File: config.mk
export PLATFORM = sky130hd
export DESIGN_NAME = console_run_ctrl
export DESIGN_NICKNAME = d
export VERILOG_FILES = /design/src/rtl/con_pkg.sv /design/src/rtl/con_run_fsm.sv /design/src/rtl/con_manual.sv /design/src/rtl/console_run_ctrl.sv
export SDC_FILE = /design/constraint.sdc
export NUM_CORES = 1
export LEC_CHECK = 0
export ABC_AREA = 1
export BUFFER_PORTS_ARGS = -buffer_cell sky130_fd_sc_hd__buf_2
export CORE_MARGIN = 2
export CORE_UTILIZATION = 25
export CTS_BUF_LIST = sky130_fd_sc_hd__clkbuf_8
export DETAILED_ROUTE_END_ITERATION = 6
export HOLD_SLACK_MARGIN = 0.08
export MAX_ROUTING_LAYER = met4
export PLACE_DENSITY = 0.51
export SETUP_SLACK_MARGIN = 0.3
export SLEW_MARGIN = 40
export SYNTH_ARGS = -nofsm -noshare
export SYNTH_HDL_FRONTEND = slang
export SYNTH_HIERARCHICAL = 1
export SYNTH_SLANG_ARGS = --single-unit
File: constraint.sdc
create_clock -name clk -period 2.45 [get_ports clk]
set_input_delay 0.245 -clock clk [delete_from_list [all_inputs] [get_ports clk]]
set_output_delay 0.245 -clock clk [all_outputs]
set_load 0.1 [all_outputs]
File: src/rtl/con_pkg.sv
package con_pkg;
  typedef enum logic [1:0] {
    RS_STOP = 2'd0,
    RS_RUN  = 2'd1,
    RS_STEP = 2'd2
  } run_state_e;

  typedef enum logic [1:0] {
    SEL_MAIN = 2'd0,
    SEL_GPR  = 2'd1,
    SEL_FPR  = 2'd2,
    SEL_NONE = 2'd3
  } sel_e;
endpackage

File: src/rtl/con_run_fsm.sv
module con_run_fsm
  import con_pkg::*;
#(
  parameter int AW = 24
) (
  input  logic          clk,
  input  logic          rst_n,
  input  logic          key_start,
  input  logic          key_stop,
  input  logic          rate_step,
  input  logic          cmp_en,
  input  logic [AW-1:0] cmp_addr,
  input  logic [AW-1:0] cpu_ia,
  input  logic          cpu_done,
  input  logic          psw_wait,
  input  logic          irq_pending,
  output logic          run_en,
  output logic          stopped
);
  run_state_e state_q, state_d;
  logic       first_q, first_d;
  logic       state_upd, first_upd;
  logic       start_ok, cmp_hit, wait_blk;

  assign stopped  = (state_q == RS_STOP);
  assign start_ok = stopped & key_start & ~key_stop;
  assign cmp_hit  = (state_q == RS_RUN) & cmp_en & (cpu_ia == cmp_addr) & ~first_q;
  assign wait_blk = psw_wait & ~irq_pending;
  assign run_en   = (((state_q == RS_RUN) & ~cmp_hit) | (state_q == RS_STEP)) & ~wait_blk;

  always_comb begin
    state_d = state_q;
    if (key_stop) begin
      state_d = RS_STOP;
    end else begin
      unique case (state_q)
        RS_STOP: if (key_start) state_d = rate_step ? RS_STEP : RS_RUN;
        RS_RUN:  if (cmp_hit)   state_d = RS_STOP;
        RS_STEP: if (cpu_done)  state_d = RS_STOP;
        default: state_d = RS_STOP;
      endcase
    end
    state_upd = (state_d != state_q);
  end

  always_comb begin
    first_d = first_q;
    if (start_ok)      first_d = 1'b1;
    else if (cpu_done) first_d = 1'b0;
    first_upd = (first_d != first_q);
  end

  always_ff @(posedge clk or negedge rst_n) begin
    if (!rst_n) begin
      state_q <= RS_STOP;
      first_q <= 1'b0;
    end else begin
      if (state_upd) state_q <= state_d;
      if (first_upd) first_q <= first_d;
    end
  end

  AST_STOP_WINS: assert property (@(posedge clk) disable iff (!rst_n)
    key_stop |=> stopped);
  AST_START_RUNS: assert property (@(posedge clk) disable iff (!rst_n)
    (stopped && key_start && !key_stop && !rate_step) |=> (state_q == RS_RUN));
  AST_STEP_ENDS: assert property (@(posedge clk) disable iff (!rst_n)
    ((state_q == RS_STEP) && cpu_done) |=> stopped);
  AST_CMP_HALTS: assert property (@(posedge clk) disable iff (!rst_n)
    ((state_q == RS_RUN) && cmp_en && (cpu_ia == cmp_addr) && !first_q) |=> stopped);
  AST_STOPPED_IDLE: assert property (@(posedge clk) disable iff (!rst_n)
    stopped |-> !run_en);
endmodule

File: src/rtl/con_manual.sv
module con_manual
  import con_pkg::*;
#(
  parameter int AW = 24,
  parameter int DW = 32
) (
  input  logic          clk,
  input  logic          rst_n,
  input  logic          stopped,
  input  logic          key_store,
  input  logic          key_display,
  input  logic          key_set_ia,
  input  logic [1:0]    sel_sw,
  input  logic [AW-1:0] addr_sw,
  input  logic [DW-1:0] data_sw,
  input  logic [DW-1:0] mem_rdata,
  input  logic [DW-1:0] gpr_rdata,
  input  logic [DW-1:0] fpr_rdata,
  output logic          acc_valid,
  output logic          acc_we,
  output logic [1:0]    acc_tgt,
  output logic [AW-1:0] acc_addr,
  output logic [DW-1:0] acc_wdata,
  output logic          ia_load,
  output logic [AW-1:0] ia_val,
  output logic [DW-1:0] disp_val
);
  logic          do_store, do_disp, do_ia, sel_ok, req_upd, disp_upd;
  logic          valid_d, ia_load_d;
  logic [DW-1:0] rd_mux;

  assign sel_ok    = (sel_sw != SEL_NONE);
  assign do_store  = stopped & key_store;
  assign do_disp   = stopped & key_display & ~key_store;
  assign do_ia     = stopped & key_set_ia & ~key_store & ~key_display;
  assign valid_d   = (do_store | do_disp) & sel_ok;
  assign ia_load_d = do_ia;
  assign req_upd   = valid_d;
  assign disp_upd  = acc_valid & ~acc_we;

  always_comb begin
    unique case (acc_tgt)
      SEL_MAIN: rd_mux = mem_rdata;
      SEL_GPR:  rd_mux = gpr_rdata;
      SEL_FPR:  rd_mux = fpr_rdata;
      default:  rd_mux = '0;
    endcase
  end

  always_ff @(posedge clk or negedge rst_n) begin
    if (!rst_n) begin
      acc_valid <= 1'b0;
      acc_we    <= 1'b0;
      acc_tgt   <= '0;
      acc_addr  <= '0;
      acc_wdata <= '0;
      ia_load   <= 1'b0;
      ia_val    <= '0;
      disp_val  <= '0;
    end else begin
      acc_valid <= valid_d;
      ia_load   <= ia_load_d;
      if (req_upd) begin
        acc_we    <= do_store;
        acc_tgt   <= sel_sw;
        acc_addr  <= addr_sw;
        acc_wdata <= data_sw;
      end
      if (do_ia)    ia_val   <= addr_sw;
      if (disp_upd) disp_val <= rd_mux;
    end
  end

  AST_ACCESS_WHEN_STOPPED: assert property (@(posedge clk) disable iff (!rst_n)
    (acc_valid || ia_load) |-> $past(stopped));
  AST_ONE_ACTION: assert property (@(posedge clk) disable iff (!rst_n)
    !(acc_valid && ia_load));
  AST_NO_BAD_TARGET: assert property (@(posedge clk) disable iff (!rst_n)
    acc_valid |-> (acc_tgt != SEL_NONE));
  AST_DISP_HOLD: assert property (@(posedge clk) disable iff (!rst_n)
    !$past(acc_valid && !acc_we) |-> $stable(disp_val));
endmodule

File: src/rtl/console_run_ctrl.sv
module console_run_ctrl
  import con_pkg::*;
#(
  parameter int AW = 24,
  parameter int DW = 32
) (
  input  logic          clk,
  input  logic          rst_n,
  input  logic          key_start,
  input  logic          key_stop,
  input  logic          key_store,
  input  logic          key_display,
  input  logic          key_set_ia,
  input  logic          rate_step,
  input  logic [1:0]    sel_sw,
  input  logic [AW-1:0] addr_sw,
  input  logic [DW-1:0] data_sw,
  input  logic          cmp_en,
  input  logic [AW-1:0] cpu_ia,
  input  logic          cpu_done,
  input  logic          psw_wait,
  input  logic          irq_pending,
  input  logic [DW-1:0] mem_rdata,
  input  logic [DW-1:0] gpr_rdata,
  input  logic [DW-1:0] fpr_rdata,
  output logic          run_en,
  output logic          acc_valid,
  output logic          acc_we,
  output logic [1:0]    acc_tgt,
  output logic [AW-1:0] acc_addr,
  output logic [DW-1:0] acc_wdata,
  output logic          ia_load,
  output logic [AW-1:0] ia_val,
  output logic [DW-1:0] disp_val,
  output logic          manual_lt,
  output logic          wait_lt
);
  logic stopped;

  con_run_fsm #(.AW(AW)) u_fsm (
    .clk        (clk),
    .rst_n      (rst_n),
    .key_start  (key_start),
    .key_stop   (key_stop),
    .rate_step  (rate_step),
    .cmp_en     (cmp_en),
    .cmp_addr   (addr_sw),
    .cpu_ia     (cpu_ia),
    .cpu_done   (cpu_done),
    .psw_wait   (psw_wait),
    .irq_pending(irq_pending),
    .run_en     (run_en),
    .stopped    (stopped)
  );

  con_manual #(.AW(AW), .DW(DW)) u_man (
    .clk        (clk),
    .rst_n      (rst_n),
    .stopped    (stopped),
    .key_store  (key_store),
    .key_display(key_display),
    .key_set_ia (key_set_ia),
    .sel_sw     (sel_sw),
    .addr_sw    (addr_sw),
    .data_sw    (data_sw),
    .mem_rdata  (mem_rdata),
    .gpr_rdata  (gpr_rdata),
    .fpr_rdata  (fpr_rdata),
    .acc_valid  (acc_valid),
    .acc_we     (acc_we),
    .acc_tgt    (acc_tgt),
    .acc_addr   (acc_addr),
    .acc_wdata  (acc_wdata),
    .ia_load    (ia_load),
    .ia_val     (ia_val),
    .disp_val   (disp_val)
  );

  assign manual_lt = stopped;
  assign wait_lt   = psw_wait;

  AST_WAIT_BLOCKS: assert property (@(posedge clk) disable iff (!rst_n)
    (psw_wait && !irq_pending) |-> !run_en);
endmodule

After elaboration in Yosys (flattened, before gate mapping)
Cells that the tools add are included.

storage, ports and cells
  register bits = 120
  input bits = 190
  output and inout port bits = 120
  logic and storage cells = 55

cells by class
  equal/unequal tests = 8
  mux-type cells = 9
  bitwise logic cells = 26
  reduce and logical (&&, ||, !) cells = 2

operator list
  operator                                                                number
  32-bit one-hot mux with 3 select lines                                  1
  24-bit equality test                                                    1
  1-bit AND                                                               16
  2-bit 2-to-1 mux                                                        5
  1-bit inverter                                                          8
  2-bit one-hot mux with 3 select lines                                   1
  2-bit by 1-bit equality test with 1-bit output (second input constant)  2
  2-bit equality test (second input constant)                             2
  2-bit logical NOT                                                       2
  1-bit 2-to-1 mux                                                        2
  2-bit inequality test                                                   1
  2-bit inequality test (second input constant)                           1
  1-bit OR                                                                2
  1-bit inequality test                                                   1

Longest topological paths before layout
Gate-level depths: netlist of run 1.

  word-level depth = 8
  depth in mapped cells = 9
  depth with buffers taken out = 9

By module
Netlist of run 1, hierarchy kept.

modules (own cells, without submodules)
  module            times used  cells each  area an instance (um^2)  sequential area each (um^2)
  con_manual        1           620         5,255.0                  2,927.8
  con_run_fsm       1           125         580.6                    75.1
  console_run_ctrl  1           1           7.5                      0.0

Least setup slack after synthesis of run 1
OpenSTA, ideal clock, no wires.

  path kind = reg2reg
  start point = register u_fsm.state_q[1]
  end point = register u_man.ia_val[18]
  library setup time = 0.125 ns
  data arrival time = 2.613 ns
  data required time = 2.325 ns
  setup slack = -0.288 ns
  stages on the path, launching flop included = 7
  path buffers = 2
  clock period less this slack = 2.738 ns
  path through = dfrtp_1 nor2_1 nand4_2 buf_6 buf_6 nand2_1 o21ai_1

between the ends
  cells in the longest elaborated chain, start to end = 4

ends and longest elaborated chain
  what                      line                    source
  start: declaration        con_run_fsm.sv:20       run_state_e state_q, state_d;
  start signal: assignment  con_run_fsm.sv:58       if (state_upd) state_q <= state_d;
  2-bit logical NOT         con_run_fsm.sv:25       assign stopped = (state_q == RS_STOP);
  via manual_lt             console_run_ctrl.sv:35  output logic manual_lt,
  1-bit AND (3 in a row)    con_manual.sv:35        assign do_ia = stopped & key_set_ia & ~key_store & ~key_display;
  end signal: assignment    con_manual.sv:69        if (do_ia) ia_val <= addr_sw;
  end: declaration          con_manual.sv:25        output logic [AW-1:0] ia_val,

The timed path passes the listed nets, and every way through them passes these cells.
A chain may end at the register's enable or synchronous reset.

Worst setup path after layout of run 1
  start point = register u_man.acc_tgt[0]
  end point = output acc_tgt[0]

RTL lines
  what                      line                    source
  start: declaration        con_manual.sv:21        output logic [1:0] acc_tgt,
  start signal: assignment  con_manual.sv:65        acc_tgt <= sel_sw;
  end: declaration          console_run_ctrl.sv:29  output logic [1:0] acc_tgt,

No word-level cell between the ends.

==> run summary, run 1 <==
Final Instance Area: 8560 um^2
Drt total wl: 20000 um
VDD IR max: 0.000474 V
P&R area growth vs syn: 46.4%
Syn nets: 936
Placed inst area: 7560 um^2
Worst-margin pin slew: 0.721 ns
Drt first-iter violations: 412
Synth top area share: 0.514
Final Hold Violating Endpoints: 0
Avg Cell Area, Syn: 7.83 um^2
Root buf cell: clkbuf_8
Die Wd: 157 um
Max_cap viols: 0
Post-layout total power: 10.3 mW
Final period util: 0.815
Cells after synthesis: 746
Netlist cell types: 25
Vias post-DR: 6023
Htree depth: 4
Worst Path Required: 2.20 ns
Post-synth top cells: nand2_1, dfrtp_1, nand3_1, inv_1, nor2_1
Largest net degree at the start of global routing: 121
CTS buffer count: 17
Largest area contributor in the netlist: dfrtp_1
Port bufs: 309
Relative max-transition margin: 0.520
Post-Route Setup TNS: 0 ns
Cell breakdown of the critical path: buf_4 -> buf_2
Setup Buffers After CTS: 0
Final Skew: 0.0124 ns
Initial DRT Pass Iterations: 5
Yosys reg bits: 120
DR WL/cell: 14.0 um
Final nets: 1287
Clock Sinks: 120
GRT overflow: 0
I/O pin count: 310
Vias in the first global route: 5998
Fin Hold WS: 0.119 ns
Starting Density: 0.257
CTS tree: yes
Cell Rows: 55
Post-synthesis sequential area ratio: 0.514
Leakage: 4.84 nW
Slowest CP cell: buf_2
Crit path DAT: 1.75 ns
Hold Crit Class: input port to flip-flop
Post-synth EDFFs: 0
Grt met2 use: 0.270
Area of the mapped netlist: 5840 um^2
Ys flop type: dfrtp_1
Share of cells above drive strength 1: 0.342
Final Max Tran Viols: 0
Drt via density: 4.23
Antenna violations before repair: 0
Peak per-stage delay on the critical path: 0.50 ns
First-pass GRT wire length: 30400 um
Height of the chip: 157 um
Met3 usage: 0.0526
Pwr/cell area: 1200 nW/um^2
Grt peak-use layer: met2
Final-report setup violation count: 0
Die area: 24600 um^2
RSZ-0062 raised after global routing: no
Fmax: 0.501 GHz
Top-count cell post-synth: nand2_1
Clk Latency, worst-skew pair: 0.43 ns
Top post-synthesis cells by area: dfrtp_1, nand2_1, nand3_1
CP startpoint kind: flip-flop
Worst-path clk slew: 0.09 ns
Fraction of registers with async set/reset: 1.00
Crit end category: output port
Yosys warns: 6
CTS max path bufs: 2
Tot GR Track Use: 0.164
ANT nets after route: 0
DRC errors left: 0
Crit Path Max Fanout: 33
GR met1 Demand/Resource: 0.191
CP Class: flip-flop to output port
Status: completed
Post-DP HPWL: 14300 um
RD Place Congestion: 0.839
Final min period: 2.00 ns
Total core area: 22800 um^2
[cell type report]
type                            count  area [um^2]
Fill cell                        2457        14200
Clock inverter                     14          173
Sequential cell                   120         3000
Tap cell                          313          392
Inverter                           65          244
Multi-Input combinational cell    520         2300
Clock buffer                       18          248
Antenna cell                        1         2.50
Timing Repair Buffer              373         2200
[worst paths after layout]
kind                                                      from                        endpoint  slack (ns)  cells after the start
worst max register to register    u_fsm/state_q[1]$_DFFE_PN0P_    u_fsm/state_q[1]$_DFFE_PN0P_        0.71                      4
worst min register to register  u_man/acc_wdata[2]$_DFFE_PN0P_  u_man/acc_wdata[2]$_DFFE_PN0P_        0.48                      2
worst min-delay path                               addr_sw[14]  u_man/acc_addr[14]$_DFFE_PN0P_        0.12                      3
max in group asynchronous                                rst_n   u_man/disp_val[0]$_DFFE_PN0P_        1.44                      3
min in group asynchronous                                rst_n  u_man/acc_addr[14]$_DFFE_PN0P_        0.40                      3
worst max-delay path              u_man/acc_tgt[0]$_DFFE_PN0P_                      acc_tgt[0]        0.45                      2
[cells in the final DEF, fill, tap and decap left out, types with 2 or more instances in the layout]
master	n
buf_12	2
clkinvlp_4	4
nand3_1	101
dlygate4sd3_1	57
o21ai_0	18
inv_2	6
bufinv_16	3
buf_2	308
o21ai_2	20
nor2_2	2
dfrtp_1	120
nand2_1	322
buf_4	6
nor2_1	26
xor2_1	3
inv_6	3
inv_1	60
clkbuf_8	18
clkinv_4	2
o21ai_1	19
[logic make-up (layout without fill, tap and decap cells)]
logic type      Yosys count  in the layout  share of synthesized area
other cells               0              1                          0
flops                   120            120                      0.514
compound gates           60             60                     0.0649
buf+inv                 106            470                     0.0953
simple gates            456            456                      0.320
xor+xnor                  4              4                    0.00600
[power breakdown]
| part | leakage [nW] | total (mW) | switching (mW) | internal, mW |
|---|---|---|---|---|
| combinational | 3.15 | 5.63 | 4.76 | 0.869 |
| sequential | 1.49 | 2.73 | 0.263 | 2.47 |
| clock | 0.203 | 1.93 | 0.885 | 1.04 |
| total | 4.84 | 10.3 | 5.91 | 4.38 |
[sequential cells by signal, indices dropped and copies added (netlist names)]
signal and cells:
u_fsm/first_q 1, u_fsm/state_q 2, u_man/acc_addr 24, u_man/acc_tgt 2, u_man/acc_valid 1, u_man/acc_wdata 32, u_man/acc_we 1, u_man/disp_val 32
u_man/ia_load 1, u_man/ia_val 24
[per-stage QoR]
| step | utilization | std cells | worst slack [ns] |
|---|---|---|---|
| 6_report | 0.376 | 1424 | 0.454 |
| 5_1_grt | 0.376 | 1423 | 0.332 |
| 3_3_place_gp | 0.332 | 1334 | 0.624 |
| 2_1_floorplan | - | 746 | 0.309 |
| 3_5_place_dp | 0.332 | 1334 | 0.622 |
| 4_1_cts | 0.376 | 1423 | 0.401 |
[per-layer routing]
layer,vias to the layer above,share of wire
met5,-,0
met4,0,0.017
met3,19,0.085
met1,2730,0.43
li1,3026,-
met2,248,0.47
[critical path: cells and delay by family, from the launching register on]
kind / cells / cell delay [ns]
buf+inv: 2 / 0.89
flops: 1 / 0.43
[repair_timing]
item,in CTS,in global routing
hold buffers,57,0
hold endpoints to repair,182,0
gates resized for setup,0,0
Note: power is estimated with default switching activity, not from simulation.
==> inputs of run 2 (changes only) <==
--- a/config.mk
+++ b/config.mk
@@ -13,7 +13,7 @@
 export DETAILED_ROUTE_END_ITERATION = 6
 export HOLD_SLACK_MARGIN = 0.08
 export MAX_ROUTING_LAYER = met4
-export PLACE_DENSITY = 0.51
+export PLACE_DENSITY = 0.52
 export SETUP_SLACK_MARGIN = 0.3
 export SLEW_MARGIN = 40
 export SYNTH_ARGS = -nofsm -noshare
==> constraint.sdc (replaced) <==
create_clock -name clk -period 1.8 [get_ports clk]
set_input_delay 0.18 -clock clk [delete_from_list [all_inputs] [get_ports clk]]
set_output_delay 0.18 -clock clk [all_outputs]
set_load 0.1 [all_outputs]
==> run 2 against run 1 <==
Effect of this change:
- the flow now finishes with violations (setup timing)
- routed wire length grew 11%
- clock skew fell by 0.0015 ns
- worst hold slack got worse by 0.0017 ns
- non-clock buffer count is 85 higher
- critical path depth rose by 7
- power grew 44%
- register-to-register slack lost 0.32 ns
- worst setup slack got worse by 0.48 ns
- sequential power grew 37%
- clock power grew 52%
- sequential share of layout area down 4.0 points
- design area increased by 13%
- largest power group unchanged
- highest routed layer unchanged
==> run summary, run 2 (synthesized netlist as in run 1, its figures left out) <==
Worst Path Required: 1.62 ns (-0.58 ns)
RSZ-0062 raised after global routing: yes
Relative max-transition margin: 0.645 (+0.126)
Drt total wl: 22200 um (+11%)
Clk Latency, worst-skew pair: 0.44 ns (about the same)
Crit Path Max Fanout: 2 (-94%)
Drt via density: 4.33 (+2.4%)
Worst-margin pin slew: 0.536 ns (-0.185 ns)
RD Place Congestion: 0.801 (-4.5%)
Hold Crit Class: input port to flip-flop
Failing checks: setup timing
Peak per-stage delay on the critical path: 0.38 ns (-0.12 ns)
Final-report setup violation count: 1 (+1)
Die area: 24600 um^2 (unchanged)
Non-filler cells, final: 1508 (+5.9%)
Max_cap viols: 0 (unchanged)
Clock Sinks: 120 (unchanged)
CP startpoint kind: flip-flop
GRT overflow: 0 (unchanged)
Status: finished with violations
Vias post-DR: 6534 (+8.5%)
Tot GR Track Use: 0.181 (+0.0174)
Antenna violations before repair: 0 (unchanged)
Diode count: 0 (-1)
Final Skew: 0.0109 ns (-0.00152 ns)
Worst path bufs/invs: 2 (unchanged)
Crit path DAT: 1.65 ns (-0.10 ns)
Share of cells above drive strength 1: 0.347 (+0.00494)
Crit end category: output port
Cell breakdown of the critical path: inv_2 -> o21ai_2 -> nor2_1 -> nand2_1 -> nor2_2 -> nand3_2 -> nand2_2 -> a21oi_4 -> buf_12
Top flop regs: u_man/acc_wdata: 32 flops, u_man/disp_val: 32 flops
Root buf cell: clkbuf_8
Filler cells: 2265 (-7.8%)
First-pass GRT wire length: 33400 um (+10%)
I/O pin count: 310 (unchanged)
CTS tree: yes
Final min period: 1.83 ns
Post-Route Setup TNS: -0.0306 ns (-0.0306 ns)
Height of the chip: 157 um (unchanged)
Commonest non-fill, non-tap cells in the layout: nand2_1, buf_2, dlygate4sd3_1
Most common cell after layout, fill and taps aside: nand2_1
DRC errors left: 0 (unchanged)
Drt first-iter violations: 469 (+14%)
Final Max Tran Viols: 0 (unchanged)
CTS buffer count: 17 (unchanged)
Leakage: 5.32 nW (+9.7%)
Post-DP HPWL: 15000 um (+4.6%)
Fin Hold WS: 0.117 ns (-0.00174 ns)
Starting Density: 0.257 (unchanged)
Htree depth: 4 (unchanged)
Fmax: 0.546 GHz
Worst-path clk slew: 0.08 ns (about the same)
Slowest CP cell: dfrtp_1
VDD IR max: 0.000636 V (+34%)
Cell Rows: 55 (unchanged)
Die Wd: 157 um (unchanged)
Worst setup margin: -0.0306 ns (-0.484 ns)
Final period util: 1.02
CTS max path bufs: 2 (unchanged)
ANT nets after route: 0 (unchanged)
Placed Instances: 1340 (+0.45%)
Total core area: 22800 um^2 (unchanged)
DR WL/cell: 14.7 um (+4.9%)
CP top delay family: simple AND/OR/NAND/NOR gates
Largest net degree at the start of global routing: 58 (-52%)
CP Class: flip-flop to output port
Initial DRT Pass Iterations: 7 (+2)
Final nets: 1372 (+6.6%)
Pwr/cell area: 1530 nW/um^2 (+27%)
Final Hold Violating Endpoints: 0 (unchanged)
Port bufs: 309 (unchanged)
Vias in the first global route: 6553 (+9.3%)
P&R area growth vs syn: 65.8%
[run 2: layout make-up]
| type | count | area (um^2) | share of cell area |
|---|---|---|---|
| clock buffer | 18 | 248 | 0.0256 |
| timing repair buffer | 458 | 3220 | 0.332 |
| sequential | 120 | 3010 | 0.311 |
| clock inverter | 14 | 221 | 0.0229 |
| tap | 313 | 392 | 0.0404 |
| multi-input combinational | 520 | 2350 | 0.243 |
| inverter | 65 | 249 | 0.0257 |
[run 2: worst min-delay path, cell delays in order]
cell	delay, ns
buf_2	0.08
nand3_1	0.07
nand3_1	0.08
nand2_1	0.05
nand2_1	0.06
[run 2: what timing repair did]
| item | 4_1_cts | 5_1_grt |
|---|---|---|
| pin swaps | 3 | 2 |
| hold endpoints to repair | 234 | 0 |
| setup buffers | 4 | 4 |
| gates resized for setup | 16 | 15 |
| setup endpoints to repair | 10 | 43 |
| cloned | 2 | 0 |
| hold buffers | 126 | 0 |
[run 2: power by group]
| part | leakage, nW | internal [mW] | switching, mW |
|---|---|---|---|
| combinational | 3.60 | 1.52 | 6.61 |
| sequential | 1.49 | 3.36 | 0.372 |
| clock | 0.231 | 1.70 | 1.23 |
| total | 5.32 | 6.58 | 8.21 |
[run 2: worst paths after layout]
| check | endpoint | slack (ns) | depth (start not counted) | from |
|---|---|---|---|---|
| max | run_en | -0.03 | 9 | u_fsm/first_q$_DFFE_PN0P_ |
| min | u_man/disp_val[29]$_DFFE_PN0P_ | 0.12 | 5 | fpr_rdata[29] |
| max reg2reg | u_man/ia_val[5]$_DFFE_PN0P_ | 0.39 | 6 | u_fsm/state_q[0]$_DFFE_PN0P_ |
| min reg2reg | u_man/acc_wdata[17]$_DFFE_PN0P_ | 0.47 | 2 | u_man/acc_wdata[17]$_DFFE_PN0P_ |
| max in group asynchronous | u_man/acc_wdata[27]$_DFFE_PN0P_ | 0.84 | 3 | rst_n |
| min in group asynchronous | u_man/acc_wdata[24]$_DFFE_PN0P_ | 0.29 | 3 | rst_n |
[run 2: layer usage]
layer | vias up | track usage | routed length [um]
met5 | - | - | 0
met2 | 317 | 0.294 | 10200
met1 | 2956 | 0.208 | 9350
met4 | 0 | 0.0756 | 685
li1 | 3209 | - | -
met3 | 52 | 0.0543 | 1910
[run 2: stage by stage]
stage	utilization	setup WS, ns	instance area, um^2	power, mW
finish	0.425	-0.0306	9690	14.8
global route	0.425	-0.137	9690	15.4
CTS	0.422	-0.102	9620	14.8
detailed placement	0.340	0.217	7730	11.5
global placement	0.340	0.224	7730	11.5
floorplan	-	0.0659	5900	9.99
==> inputs of run 3 (changes only) <==
--- a/config.mk
+++ b/config.mk
@@ -20,3 +20,4 @@
 export SYNTH_HDL_FRONTEND = slang
 export SYNTH_HIERARCHICAL = 1
 export SYNTH_SLANG_ARGS = --single-unit
+export TNS_END_PERCENT = 50
==> run 3 against run 2 <==
Effect of this change:
- the run now ends clean
- sequential share of layout area up 0.27 points
- combinational power down 1%
- critical path depth unchanged
- clock skew grew 0.0032 ns
- clock power is 1% lower
- power fell by 0.70%
- fmax rose by 4.3%
- routed wire length shrank 2.1%
- flip-flop and latch count stayed put
- count of clock-buffer cells in the layout stayed put
- critical path type unchanged
- largest power group unchanged
==> run summary, run 3 (synthesized netlist as in run 1, its figures left out) <==
Max_cap viols: 0 (unchanged)
Final Hold Violating Endpoints: 0 (unchanged)
Pwr/cell area: 1530 nW/um^2 (+0.26%)
Sequential power share: 0.254 (+0.002)
Starting Density: 0.257 (unchanged)
Clock power frac: 0.197 (about the same)
Most common cell after layout, fill and taps aside: nand2_1
Final min period: 1.76 ns (-0.0751 ns)
P&R area growth vs syn: 64.2%
ANT nets after route: 0 (unchanged)
Clock Sinks: 120 (unchanged)
CTS tree: yes
Relative max-transition margin: 0.646 (+0.00118)
RSZ-0062 raised after global routing: yes
CTS max path bufs: 2 (unchanged)
Status: completed
Worst-path clk slew: 0.08 ns (about the same)
Final Max Tran Viols: 0 (unchanged)
Vias in the first global route: 6398 (-2.4%)
Filler cells: 2310 (+2.0%)
Root buf cell: clkbuf_8
Final-report setup violation count: 0 (-1)
Final nets: 1365 (-0.51%)
Antenna violations before repair: 1 (+1)
Sw frac: 0.554 (about the same)
Top flop regs: u_man/acc_wdata: 32 flops, u_man/disp_val: 32 flops
Initial DRT Pass Iterations: 5 (-2)
Cell breakdown of the critical path: inv_2 -> o21ai_1 -> nor2_1 -> nand2_1 -> nor2_1 -> nand3_1 -> nand2_2 -> a21oi_4 -> buf_12
Htree depth: 4 (unchanged)
Vias post-DR: 6404 (-2.0%)
Power Internal: 6.54 mW (-0.58%)
Crit path DAT: 1.58 ns (-0.07 ns)
Peak per-stage delay on the critical path: 0.38 ns (about the same)
Largest net degree at the start of global routing: 64 (+10%)
Leakage: 5.28 nW (-0.63%)
Post-layout total power: 14.7 mW (-0.70%)
Tot GR Track Use: 0.176 (-0.00473)
Sw Pwr: 8.14 mW (-0.80%)
Crit Path Max Fanout: 2 (unchanged)
Cell Rows: 55 (unchanged)
Cell mode on critical path: nor2_1
Drt first-iter violations: 401 (-14%)
Drt via density: 4.26 (-1.6%)
Combinational Power Share: 0.549 (about the same)
Crit end category: output port
I/O pin count: 310 (unchanged)
CP Class: flip-flop to output port
CP startpoint kind: flip-flop
DR WL/cell: 14.5 um (-1.7%)
Hold Crit Class: input port to flip-flop
Die Wd: 157 um (unchanged)
CTS buffer count: 17 (unchanged)
Total core area: 22800 um^2 (unchanged)
Final Skew: 0.0141 ns (+0.00323 ns)
RD Place Congestion: 0.816 (+1.9%)
Post-DP HPWL: 15400 um (+2.9%)
Slowest CP cell: dfrtp_1
Clk Latency, worst-skew pair: 0.42 ns (-0.02 ns)
First-pass GRT wire length: 32600 um (-2.6%)
Port bufs: 309 (unchanged)
Commonest non-fill, non-tap cells in the layout: nand2_1, buf_2, dfrtp_1
Fmax: 0.570 GHz (+4.3%)
Final period util: 0.975 (-0.0417)
DRC errors left: 0 (unchanged)
Fin Hold WS: 0.121 ns (+0.00413 ns)
Share of cells above drive strength 1: 0.350 (+0.00289)
VDD IR max: 0.000649 V (+2.1%)
Worst Path Required: 1.62 ns (about the same)
Worst-margin pin slew: 0.534 ns (-0.00178 ns)
Die area: 24600 um^2 (unchanged)
GRT overflow: 0 (unchanged)
Height of the chip: 157 um (unchanged)
Drt total wl: 21700 um (-2.1%)
## run 3: changes by cell type in the layout (fill, tap and decap cells not counted), sizes merged
cell,previous run,this run
buf,321,332
clkbuf,27,22
clkinv,4,2
bufbuf,2,1
inv,68,69
diode,0,1
clkinvlp,2,3
dlygate4sd3,126,114
## run 3: path summary, 6_finish.rpt
| kind | from | to | slack (ns) | depth (start not counted) |
|---|---|---|---|---|
| setup / recovery | u_fsm/first_q$_DFFE_PN0P_ | run_en | 0.04 | 9 |
| hold / removal | gpr_rdata[14] | u_man/disp_val[14]$_DFFE_PN0P_ | 0.12 | 5 |
| setup reg to reg | u_fsm/first_q$_DFFE_PN0P_ | u_fsm/first_q$_DFFE_PN0P_ | 0.12 | 13 |
| hold reg to reg | u_man/acc_wdata[4]$_DFFE_PN0P_ | u_man/acc_wdata[4]$_DFFE_PN0P_ | 0.47 | 2 |
| max in group asynchronous | rst_n | u_man/acc_tgt[0]$_DFFE_PN0P_ | 1.17 | 3 |
| min in group asynchronous | rst_n | u_man/acc_wdata[27]$_DFFE_PN0P_ | 0.28 | 3 |
## run 3: routing by layer
| layer | GRT usage | share of wire |
|---|---|---|
| met1 | 0.195 | 0.41 |
| met4 | 0.0695 | 0.030 |
| met3 | 0.0510 | 0.081 |
| met2 | 0.298 | 0.47 |
| met5 | - | 0 |
## run 3: power by group through the flow
| stage | Sequential, mW | Combinational, mW | Clock (mW) |
|---|---|---|---|
| 6_report | 3.74 | 8.05 | 2.89 |
| 5_1_grt | 3.82 | 8.40 | 3.16 |
| 4_1_cts | 3.73 | 8.04 | 3.03 |
| 3_5_place_dp | 3.77 | 7.73 | 0 |
| 3_3_place_gp | 3.76 | 7.72 | 0 |
| 2_1_floorplan | 8.61 | 1.37 | 0 |
## run 3: metrics by stage
stage                     setup slack (ns)  setup TNS, ns  area (um^2)  std cells  utilization
after floorplan                     0.0659              0         5890        746            -
after global placement               0.211              0         7740       1343        0.340
after detailed placement             0.199              0         7740       1343        0.340
after CTS                          -0.0286        -0.0286         9530       1500        0.418
after global routing                -0.142         -0.142         9590       1502        0.421
final                               0.0445              0         9590       1502        0.421
## run 3: worst max-delay path, delay by kind of cell (launching register included)
| family | cells | cell delay [ns] |
|---|---|---|
| AO/OA/AOI/OAI | 2 | 0.11 |
| buffers and inverters | 2 | 0.22 |
| flip-flops | 1 | 0.38 |
| AND/OR/NAND/NOR | 5 | 0.44 |
## run 3: layout make-up
cell class / count / area [um^2] / share of cell area
timing repair buffer: 451 / 3130 / 0.327
tap: 313 / 392 / 0.0408
antenna: 1 / 2.50 / 0.000261
multi-input combinational: 520 / 2340 / 0.244
inverter: 65 / 249 / 0.0260
clock buffer: 18 / 248 / 0.0258
sequential: 120 / 3010 / 0.313
clock inverter: 14 / 220 / 0.0230
## run 3: repair_timing
action | in CTS | in global routing
pin swaps | 4 | 2
hold buffers | 114 | 0
setup endpoints to repair | 5 | 79
gates resized for setup | 21 | 20
buffers inserted | 10 | 1
cloned | 1 | 0
endpoints found under the hold margin | 229 | 0
